## src/rtl/spi_chunk_pkg.sv

```systemverilog
package spi_chunk_pkg;
  localparam int ADDR_W = 16;
  localparam int BLK_W  = 5;

  typedef enum logic [1:0] {ST_IDLE, ST_LOAD, ST_WAIT} seq_st_t;
  typedef enum logic {PH_HDR, PH_DATA} seq_ph_t;

  function automatic logic [1:0] len_code(input logic [2:0] nbytes);
    case (nbytes)
      3'd4:    len_code = 2'b11;
      3'd2:    len_code = 2'b10;
      3'd1:    len_code = 2'b01;
      default: len_code = 2'b00;
    endcase
  endfunction
endpackage

```

## src/rtl/spi_chunk_calc.sv

```systemverilog
module spi_chunk_calc #(
  parameter int CNT_W = 12
) (
  input  logic [CNT_W-1:0] remain,
  output logic [2:0]       size,
  output logic [1:0]       mode
);
  import spi_chunk_pkg::*;

  always_comb begin
    if (remain >= CNT_W'(4))      size = 3'd4;
    else if (remain >= CNT_W'(2)) size = 3'd2;
    else if (remain != '0)        size = 3'd1;
    else                          size = 3'd0;
    mode = len_code(size);
  end
endmodule

```

## src/rtl/spi_byte_shifter.sv

```systemverilog
module spi_byte_shifter #(
  parameter int SCLK_DIV = 4
) (
  input  logic       clk,
  input  logic       rst_n,
  input  logic       start,
  input  logic [7:0] tx,
  output logic       busy,
  output logic       byte_done,
  output logic [7:0] rx,
  output logic       sclk,
  output logic       mosi,
  input  logic       miso
);
  localparam int HALF = SCLK_DIV / 2;
  localparam int HW   = $clog2(HALF + 1);

  logic [7:0]    sh_q;
  logic [7:0]    rx_q;
  logic [HW-1:0] hc_q;
  logic [2:0]    bit_q;

  always_ff @(posedge clk) begin
    if (!rst_n) begin
      sh_q      <= '0;
      rx_q      <= '0;
      hc_q      <= '0;
      bit_q     <= '0;
      busy      <= 1'b0;
      byte_done <= 1'b0;
      sclk      <= 1'b0;
    end else begin
      byte_done <= 1'b0;
      if (!busy) begin
        if (start) begin
          sh_q  <= tx;
          busy  <= 1'b1;
          hc_q  <= '0;
          bit_q <= '0;
        end
      end else if (hc_q == HW'(HALF - 1)) begin
        hc_q <= '0;
        if (!sclk) begin
          sclk <= 1'b1;
          rx_q <= {rx_q[6:0], miso};
        end else begin
          sclk <= 1'b0;
          if (bit_q == 3'd7) begin
            busy      <= 1'b0;
            byte_done <= 1'b1;
          end else begin
            bit_q <= bit_q + 3'd1;
            sh_q  <= {sh_q[6:0], 1'b0};
          end
        end
      end else begin
        hc_q <= hc_q + HW'(1);
      end
    end
  end

  assign mosi = sh_q[7];
  assign rx   = rx_q;
endmodule

```

## src/rtl/spi_chunk_master.sv

```systemverilog
module spi_chunk_master #(
  parameter int CNT_W    = 12,
  parameter int SCLK_DIV = 4
) (
  input  logic             clk,
  input  logic             rst_n,
  input  logic             req_valid,
  output logic             req_ready,
  input  logic [4:0]       req_blk,
  input  logic [15:0]      req_addr,
  input  logic [CNT_W-1:0] req_cnt,
  input  logic             req_wr,
  input  logic             wr_valid,
  output logic             wr_ready,
  input  logic [7:0]       wr_data,
  output logic             rd_valid,
  output logic [7:0]       rd_data,
  output logic             done,
  output logic             sclk,
  output logic             mosi,
  input  logic             miso
);
  import spi_chunk_pkg::*;

  seq_st_t           st_q;
  seq_ph_t           ph_q;
  logic [BLK_W-1:0]  blk_q;
  logic [ADDR_W-1:0] addr_q;
  logic [CNT_W-1:0]  rem_q;
  logic              wr_q;
  logic [1:0]        hidx_q;
  logic [1:0]        didx_q;
  logic              done_q;
  logic              rdv_q;
  logic [7:0]        rdd_q;

  logic [2:0] size;
  logic [1:0] mode;
  logic       sh_busy, sh_done, sh_start;
  logic [7:0] sh_rx, sh_tx, hdr_byte;

  spi_chunk_calc #(.CNT_W(CNT_W)) u_calc (
    .remain (rem_q),
    .size   (size),
    .mode   (mode)
  );

  spi_byte_shifter #(.SCLK_DIV(SCLK_DIV)) u_shift (
    .clk       (clk),
    .rst_n     (rst_n),
    .start     (sh_start),
    .tx        (sh_tx),
    .busy      (sh_busy),
    .byte_done (sh_done),
    .rx        (sh_rx),
    .sclk      (sclk),
    .mosi      (mosi),
    .miso      (miso)
  );

  always_comb begin
    case (hidx_q)
      2'd0:    hdr_byte = addr_q[15:8];
      2'd1:    hdr_byte = addr_q[7:0];
      default: hdr_byte = {blk_q, wr_q, mode};
    endcase
  end

  assign req_ready = (st_q == ST_IDLE);
  assign wr_ready  = (st_q == ST_LOAD) && (ph_q == PH_DATA) && wr_q && !sh_busy;
  assign sh_start  = (st_q == ST_LOAD) && !sh_busy &&
                     ((ph_q == PH_HDR) || !wr_q || wr_valid);
  assign sh_tx     = (ph_q == PH_HDR) ? hdr_byte : (wr_q ? wr_data : 8'h00);

  always_ff @(posedge clk) begin
    if (!rst_n) begin
      st_q   <= ST_IDLE;
      ph_q   <= PH_HDR;
      blk_q  <= '0;
      addr_q <= '0;
      rem_q  <= '0;
      wr_q   <= 1'b0;
      hidx_q <= '0;
      didx_q <= '0;
      done_q <= 1'b0;
      rdv_q  <= 1'b0;
      rdd_q  <= '0;
    end else begin
      done_q <= 1'b0;
      rdv_q  <= 1'b0;
      case (st_q)
        ST_IDLE: begin
          if (req_valid) begin
            if (req_cnt == '0) begin
              done_q <= 1'b1;
            end else begin
              blk_q  <= req_blk;
              addr_q <= req_addr;
              rem_q  <= req_cnt;
              wr_q   <= req_wr;
              ph_q   <= PH_HDR;
              hidx_q <= '0;
              st_q   <= ST_LOAD;
            end
          end
        end
        ST_LOAD: begin
          if (sh_start) st_q <= ST_WAIT;
        end
        ST_WAIT: begin
          if (sh_done) begin
            st_q <= ST_LOAD;
            if (ph_q == PH_HDR) begin
              if (hidx_q == 2'd2) begin
                ph_q   <= PH_DATA;
                didx_q <= '0;
              end else begin
                hidx_q <= hidx_q + 2'd1;
              end
            end else begin
              if (!wr_q) begin
                rdv_q <= 1'b1;
                rdd_q <= sh_rx;
              end
              if ({1'b0, didx_q} == 3'(size - 3'd1)) begin
                addr_q <= addr_q + ADDR_W'(size);
                rem_q  <= rem_q - CNT_W'(size);
                ph_q   <= PH_HDR;
                hidx_q <= '0;
                if (rem_q == CNT_W'(size)) begin
                  st_q   <= ST_IDLE;
                  done_q <= 1'b1;
                end
              end else begin
                didx_q <= didx_q + 2'd1;
              end
            end
          end
        end
        default: st_q <= ST_IDLE;
      endcase
    end
  end

  assign done     = done_q;
  assign rd_valid = rdv_q;
  assign rd_data  = rdd_q;
endmodule

```

## config.mk

```make
export PLATFORM = sky130hd
export DESIGN_NAME = spi_chunk_master
export DESIGN_NICKNAME = d
export VERILOG_FILES = /design/src/rtl/spi_chunk_pkg.sv /design/src/rtl/spi_chunk_calc.sv /design/src/rtl/spi_byte_shifter.sv /design/src/rtl/spi_chunk_master.sv
export SDC_FILE = /design/constraint.sdc
export NUM_CORES = 1
export LEC_CHECK = 0
export ABC_AREA = 0
export BUFFER_PORTS_ARGS = -buffer_cell sky130_fd_sc_hd__buf_2
export CAP_MARGIN = 20
export CORE_UTILIZATION = 50
export CTS_CLUSTER_SIZE = 40
export DETAILED_ROUTE_END_ITERATION = 10
export GPL_ROUTABILITY_DRIVEN = 0
export PLACE_DENSITY_LB_ADDON = 0.12
export SYNTH_ARGS = -nofsm -noshare
export SYNTH_HDL_FRONTEND = slang
export SYNTH_SLANG_ARGS = --single-unit
```

## constraint.sdc

```tcl
create_clock -name clk -period 3 [get_ports clk]
set_input_delay 0.3 -clock clk [delete_from_list [all_inputs] [get_ports clk]]
set_output_delay 0.3 -clock clk [all_outputs]
set_load 0.02 [all_outputs]
```

==> impl_metrics.tcl, run 1 <==
set metrics [dict create \
    crit_cells 9 \
    violations "design-rule violations" \
    synthTopCellsByArea "dfxtp_1, nand2_1, ha_1" \
    ys_seq_area_share_pct 33.5 \
    critical_path.slowest_cell "or4_4" \
    synthArstFlopShare_pct 0 \
    worst_ep_required_time_ns 3.26 \
    slew_headroom_pct 33.5 \
    synth_warnings 0 \
    finalSetupViolations 0 \
    synth_largest_area_cell "dfxtp_1" \
    hold_depth 3 \
    n_fill_cell 789 \
    synth-compound-area-share_pct 29.1 \
    ys_dominant_reg_cell "dfxtp_1" \
    synth_xor_area_share_pct 0.586 \
    syn-num-nets 603 \
    syn2layout_area_growth_pct 19.3 \
    synth_edf_count 0 \
    crit_type "reg2reg" \
    detail-route-antenna-nets 0 \
    crit_chain "nor4_4 > and4_4 > ha_4 > inv_2 > fa_2 > a211o_1 > or3_4 > or4_4 > a32o_1" \
    synth_mux_area_share_pct 3.85 \
    synth_cell_types 74 \
    status "finished with violations" \
    portBuffers 60 \
    synth_area_per_cell_um2 8.30 \
    ios 61 \
    antenna_cells 0 \
    ys_seq_elements 75 \
    max_stage_delay_ns 0.42 \
    cts_htree_levels 3 \
    min-delay-path-class "in2reg" \
    first_pass_iters 8 \
    timing.max_cap.violations 0 \
    syn_area_mm2 0.00448 \
    totalWireLength_um 12800 \
    clock-sinks 75 \
    antenna_found_initial 0 \
    die_w_um 96.7 \
    yosys-top-cells-count "nand2_1, dfxtp_1, clkbuf_1" \
    yosysMostFrequentCell "nand2_1" \
    vias 4407 \
    grt_max_degree 59 \
    synth_top_area_share_pct 33.5 \
    path_buf_inv 1 \
    numCtsBuffers 9 \
    rows 34 \
    start_util_pct 51.6 \
    grt_pass1_vias 4306 \
    placed_area_mm2 0.00504 \
    slew_violations 0 \
    dp_hpwl_um 9340 \
    grt_overflow_total 0 \
    finalSetupTns_ns 0 \
    crit_family "simple AND/OR/NAND/NOR gates" \
    avgRoutedWirePerCell_um 17.7 \
    leakage_nw 2.02 \
    cts_tree "built" \
    p_per_area_mw_per_mm2 539 \
    core_mm2 0.00868 \
    timing.hold.ws_ns 0.182 \
    post-route-period-util_pct 98.0 \
    max_freq_ghz 0.340 \
    critical_path_arrival_ns 3.20 \
    die_h_um 96.7 \
    cts-root-buf "clkbuf_8" \
    cts_max_path_buffers 2 \
    finalClockSkew_ns 0.0174 \
    tightestPinTransition_ns 0.998 \
    synth_fa_ha_area_share_pct 4.80 \
    track_usage_pct 28.3 \
    cp_max_fo 4 \
    reg2reg_depth 9 \
    ir_drop_v 0.000339 \
    avgViaCountPerCell 6.10 \
    dr.first_iter.drc_count 275 \
    syn_inst 540 \
    finalNetCount 672 \
    clkTransAtPathRegs_ns 0.09 \
    hold_buffers 0 \
    drive_gt1_share_pct 23.9 \
    min_period_ns 2.94 \
    rsz0062_at_grt "true" \
    final_cell_area_mm2 0.00535 \
    utilization_pct 61.6 \
    endpoint_kind "register" \
    post_synth_and_or_nand_nor_area_fraction_pct 23.3 \
    grt_pass1_wl_um 21300 \
    drc 1 \
    dieArea_mm2 0.00934 \
    hold_viol 0 \
    cp-start-kind "register" \
    clock_latency_ns 0.36 \
    synth_top_family_by_area "compound AO/OA/AOI/OAI gates" \
]
==> registers in the layout (all words and copies together) (netlist names), 2 cells and up <==
register	count
u_shift.hc_q	2
st_q	2
u_shift.sh_q	8
rd_data	8
u_shift.rx	8
u_shift.bit_q	3
hidx_q	2
addr_q	16
blk_q	5
didx_q	2
rem_q	12
==> per-stage QoR <==
step	worst slack, ns	total power, mW	instances
after floorplan	0.00298	1.66	540
after global placement	-0.0297	1.93	703
after detailed placement	-0.118	1.95	703
after CTS	0.0188	2.86	720
after global routing	-0.0149	3.03	722
final	0.0596	2.88	722
==> cell type report <==
class                   instances  area (um^2)  share of cell area (%)
multi-input cells             413         2850                    53.2
flip-flops and latches         75         1500                    28.1
repair buffers                 97          591                    11.0
well taps                     108          135                    2.53
clock buffers                   9          124                    2.32
clock inverters                 7          100                    1.87
inverters                      13         48.8                   0.913
==> path summary, 6_finish.rpt <==
kind	from	endpoint	slack [ns]
worst max-delay path	rem_q[3]	rem_q[10]	0.06
worst min-delay path	req_blk[1]	blk_q[1]	0.18
worst max register to register	rem_q[3]	rem_q[10]	0.06
worst min register to register	u_shift.sh_q[7]	u_shift.sh_q[7]	0.46
==> power by group <==
part	leakage [nW]	switching (mW)	internal, mW
Combinational	1.30	0.455	0.366
Sequential	0.611	0.0851	1.07
Clock	0.102	0.433	0.474
==> metal layers <==
metal  global-route usage (%)  wire [um]
met5                        0          0
met4                     11.9        461
met3                     5.56        663
met2                     47.7       6180
met1                     35.2       5490
==> cells by family after synthesis <==
kind of cell / count (synthesis)
flops: 75
fa+ha+maj: 16
mux: 17
compound gates: 173
xor+xnor: 3
simple gates: 204
buf+inv: 52
==> repair_timing <==
item,in CTS,in global routing
gates resized for setup,3,11
endpoints found under the setup margin,4,17
pin swaps,3,0
setup buffers,1,2
==> worst reg2reg max path, delay by kind of cell (launching register included) <==
kind / cells / cell delay [ns]
flip-flops: 1 / 0.35
AND/OR/NAND/NOR: 4 / 1.42
buffers and inverters: 1 / 0.04
adder cells (fa/ha/maj): 2 / 0.48
AO/OA/AOI/OAI: 2 / 0.55
==> placed cells by master, fill, tap and decap left out, types with 7 or more instances in the layout <==
master,synthesis,routed
and2_1,7,7
nor2b_1,16,16
a31oi_1,7,7
nor2_1,18,17
o31a_1,7,7
buf_4,5,36
nand2_1,83,82
nor4_1,9,9
buf_2,4,60
inv_1,13,12
dfxtp_1,75,74
a22o_1,7,7
nand3_1,22,22
ha_1,14,13
a21oi_1,24,24
clkbuf_8,0,9
o211ai_1,14,14
mux2i_1,15,15
o22ai_1,7,7
o21ai_0,25,25
a21boi_0,22,22
nor3_1,9,8
Power figures use the tool's default switching activity.
==> run 2: changes to the inputs <==
--- a/config.mk
+++ b/config.mk
@@ -5,11 +5,10 @@
 export SDC_FILE = /design/constraint.sdc
 export NUM_CORES = 1
 export LEC_CHECK = 0
-export ABC_AREA = 0
+export ABC_AREA = 1
 export BUFFER_PORTS_ARGS = -buffer_cell sky130_fd_sc_hd__buf_2
 export CAP_MARGIN = 20
-export CORE_UTILIZATION = 50
-export CTS_CLUSTER_SIZE = 40
+export CORE_UTILIZATION = 40
 export DETAILED_ROUTE_END_ITERATION = 10
 export GPL_ROUTABILITY_DRIVEN = 0
 export PLACE_DENSITY_LB_ADDON = 0.12
==> run 2 against run 1 <==
Against the previous run: the flow now finishes without violations; critical endpoint is now addr_q[14]; setup slack better by 0.21 ns; largest cell class unchanged; non-clock buffer count down 25; clock-buffer cell count unchanged; maximum frequency up 7.8%; core utilization down 14 points; wire length down 6.9%; synthesized area about the same; register-to-register slack better by 0.21 ns; clock skew down 0.0060 ns; clock power down 17%; sequential share of layout area up 0.97 points; via count up 3.1%.
==> impl_metrics.tcl, run 2 <==
set metrics [dict create \
    rows 38 \
    p_per_area_mw_per_mm2 543 \
    slew_violations 0 \
    grt_overflow_total 0 \
    timing.hold.ws_ns 0.168 \
    max_stage_delay_ns 0.36 \
    endpoint_kind "register" \
    ys_dominant_reg_cell "dfxtp_1" \
    yosys-top-cells-count "nand2_1, nor2_1, dfxtp_1" \
    slew_headroom_pct 57.8 \
    avgViaCountPerCell 4.99 \
    rsz0062_at_grt "true" \
    finalSetupViolations 0 \
    layout_commonest_cell "nand2_1" \
    cts_tree "built" \
    portBuffers 60 \
    hold_viol 0 \
    synthTopCellsByArea "dfxtp_1, nand2_1, nor2_1" \
    syn2layout_area_growth_pct 15.2 \
    timing.max_cap.violations 0 \
    dr.first_iter.drc_count 324 \
    synth_edf_count 0 \
    cp-start-kind "register" \
    grt_max_degree 44 \
    placed_area_mm2 0.00492 \
    cp_max_fo 6 \
    top_regs "addr_q x16, rem_q x12" \
    max_freq_ghz 0.367 \
    synth_largest_area_cell "dfxtp_1" \
    cts_max_path_buffers 2 \
    finalNetCount 828 \
    ys_seq_area_share_pct 33.5 \
    largest_reg_flops 16 \
    antenna_cells 0 \
    syn_inst 707 \
    critical_path_arrival_ns 3.01 \
    final_cell_area_mm2 0.00517 \
    min_period_ns 2.73 \
    vias 4543 \
    cts_htree_levels 3 \
    grt_pass1_vias 4255 \
    dieArea_mm2 0.0116 \
    drc 0 \
    worst_ep_required_time_ns 3.28 \
    synth_area_per_cell_um2 6.34 \
    placedCellCount 891 \
    hold_buffers 0 \
    yosysMostFrequentCell "nand2_1" \
    path_buf_inv 3 \
    die_w_um 108 \
    finalClockSkew_ns 0.0114 \
    detail-route-antenna-nets 0 \
    synthArstFlopShare_pct 0 \
    leakage_nw 2.52 \
    synth_warnings 0 \
    post-route-period-util_pct 90.9 \
    crit_type "reg2reg" \
    core_mm2 0.0109 \
    multiInputGateArea_mm2 0.00262 \
    track_usage_pct 22.1 \
    final_cell_mix "nand2_1, nor2_1, dfxtp_1" \
    crit_chain "nor2_2 > nand2_1 > nor2_4 > nand3_2 > inv_2 > ha_1 > inv_1 > fa_1 > inv_1 > nand2_1 > a21oi_4 > nand3_2 > nor2_2 > nand3_1 > nand3_1 > nand2_1 > nor2_2 > nor2_1" \
    drive_gt1_share_pct 17.0 \
    clock-sinks 75 \
    min-delay-path-class "in2reg" \
    crit_family "simple AND/OR/NAND/NOR gates" \
    numCtsBuffers 9 \
    critical_path.slowest_cell "dfxtp_2" \
    grt_pass1_wl_um 20100 \
    stdcell_count 910 \
    n_fill_cell 1151 \
    status "finished, final reports clean" \
    cts-root-buf "clkbuf_8" \
    seq_area_mm2 0.00150 \
    ios 61 \
    syn_area_mm2 0.00448 \
    tightestPinTransition_ns 0.630 \
    synth_top_area_share_pct 33.5 \
    avgRoutedWirePerCell_um 13.1 \
    syn-num-nets 770 \
    die_h_um 108 \
    first_pass_iters 5 \
    synth_cell_types 40 \
    regMostFlops "addr_q" \
    dp_hpwl_um 8430 \
    start_util_pct 41.2 \
    clock_latency_ns 0.37 \
    antenna_found_initial 0 \
    ir_drop_v 0.000426 \
    totalWireLength_um 11900 \
    ys_seq_elements 75 \
    clkTransAtPathRegs_ns 0.09 \
]
-- run 2: changes by cell type in the layout (fill, tap and decap cells not counted), sizes merged, moves of 13 or more --
cell    previous run  this run
nor2              18       154
nand2             83       180
inv               15        69
nand3             22        59
buf               97        71
o21ai             27        52
a21boi            23         0
nor2b             16         0
mux2i             15         1
o211ai            15         2
-- run 2: layer usage --
layer	vias up	wire, um	global-route usage, %
met5	-	0	0
met4	0	115	5.58
met3	11	704	5.93
met2	101	5380	35.0
met1	2056	5710	29.6
li1	2375	-	-
-- run 2: path summary, 6_finish.rpt --
check	start	end	slack, ns	cells after the start
min	miso	u_shift.rx[0]	0.17	3
max reg2reg	rem_q[4]	addr_q[14]	0.27	18
max	rem_q[4]	addr_q[14]	0.27	18
min reg2reg	u_shift.hc_q[1]	u_shift.hc_q[1]	0.43	2
-- run 2: metrics by stage --
step	utilization, %	TNS (ns)	setup WS [ns]	power (mW)
floorplan	-	0	0.406	1.82
global placement	45.2	0	0.213	2.03
detailed placement	45.2	0	0.102	2.04
CTS	46.9	0	0.0691	2.80
global route	47.5	-0.0257	-0.0169	3.02
finish	47.5	0	0.272	2.80
-- run 2: area by class of cell --
type	instances	share of cell area, %
Clock inverter	7	1.19
Inverter	70	5.11
Multi-Input combinational cell	537	50.7
Sequential cell	75	29.1
Clock buffer	9	2.40
Tap cell	140	3.39
Timing Repair Buffer	72	8.14
-- run 2: cells by family after synthesis --
| kind of cell | synth area share [%] |
|---|---|
| xor+xnor | 0.781 |
| buf+inv | 8.62 |
| flops | 33.5 |
| simple gates | 40.5 |
| fa+ha+maj | 4.80 |
| mux | 0.223 |
| compound gates | 11.6 |
-- run 2: report_power, final --
| part | internal (mW) | leakage, nW | total (mW) | switching [mW] |
|---|---|---|---|---|
| Clock | 0.316 | 0.0936 | 0.758 | 0.442 |
| Sequential | 1.10 | 0.614 | 1.20 | 0.104 |
| Combinational | 0.306 | 1.81 | 0.846 | 0.540 |
| Total | 1.72 | 2.52 | 2.80 | 1.09 |
-- run 2: tightest hold or removal path: stages --
cell and delay (ns):
buf_2 0.08, nor2_1 0.04, nor2_1 0.08
-- run 2: timing repair --
action / CTS / global route
setup buffers: 0 / 2
gates resized for setup: 0 / 9
setup endpoints to repair: 0 / 28
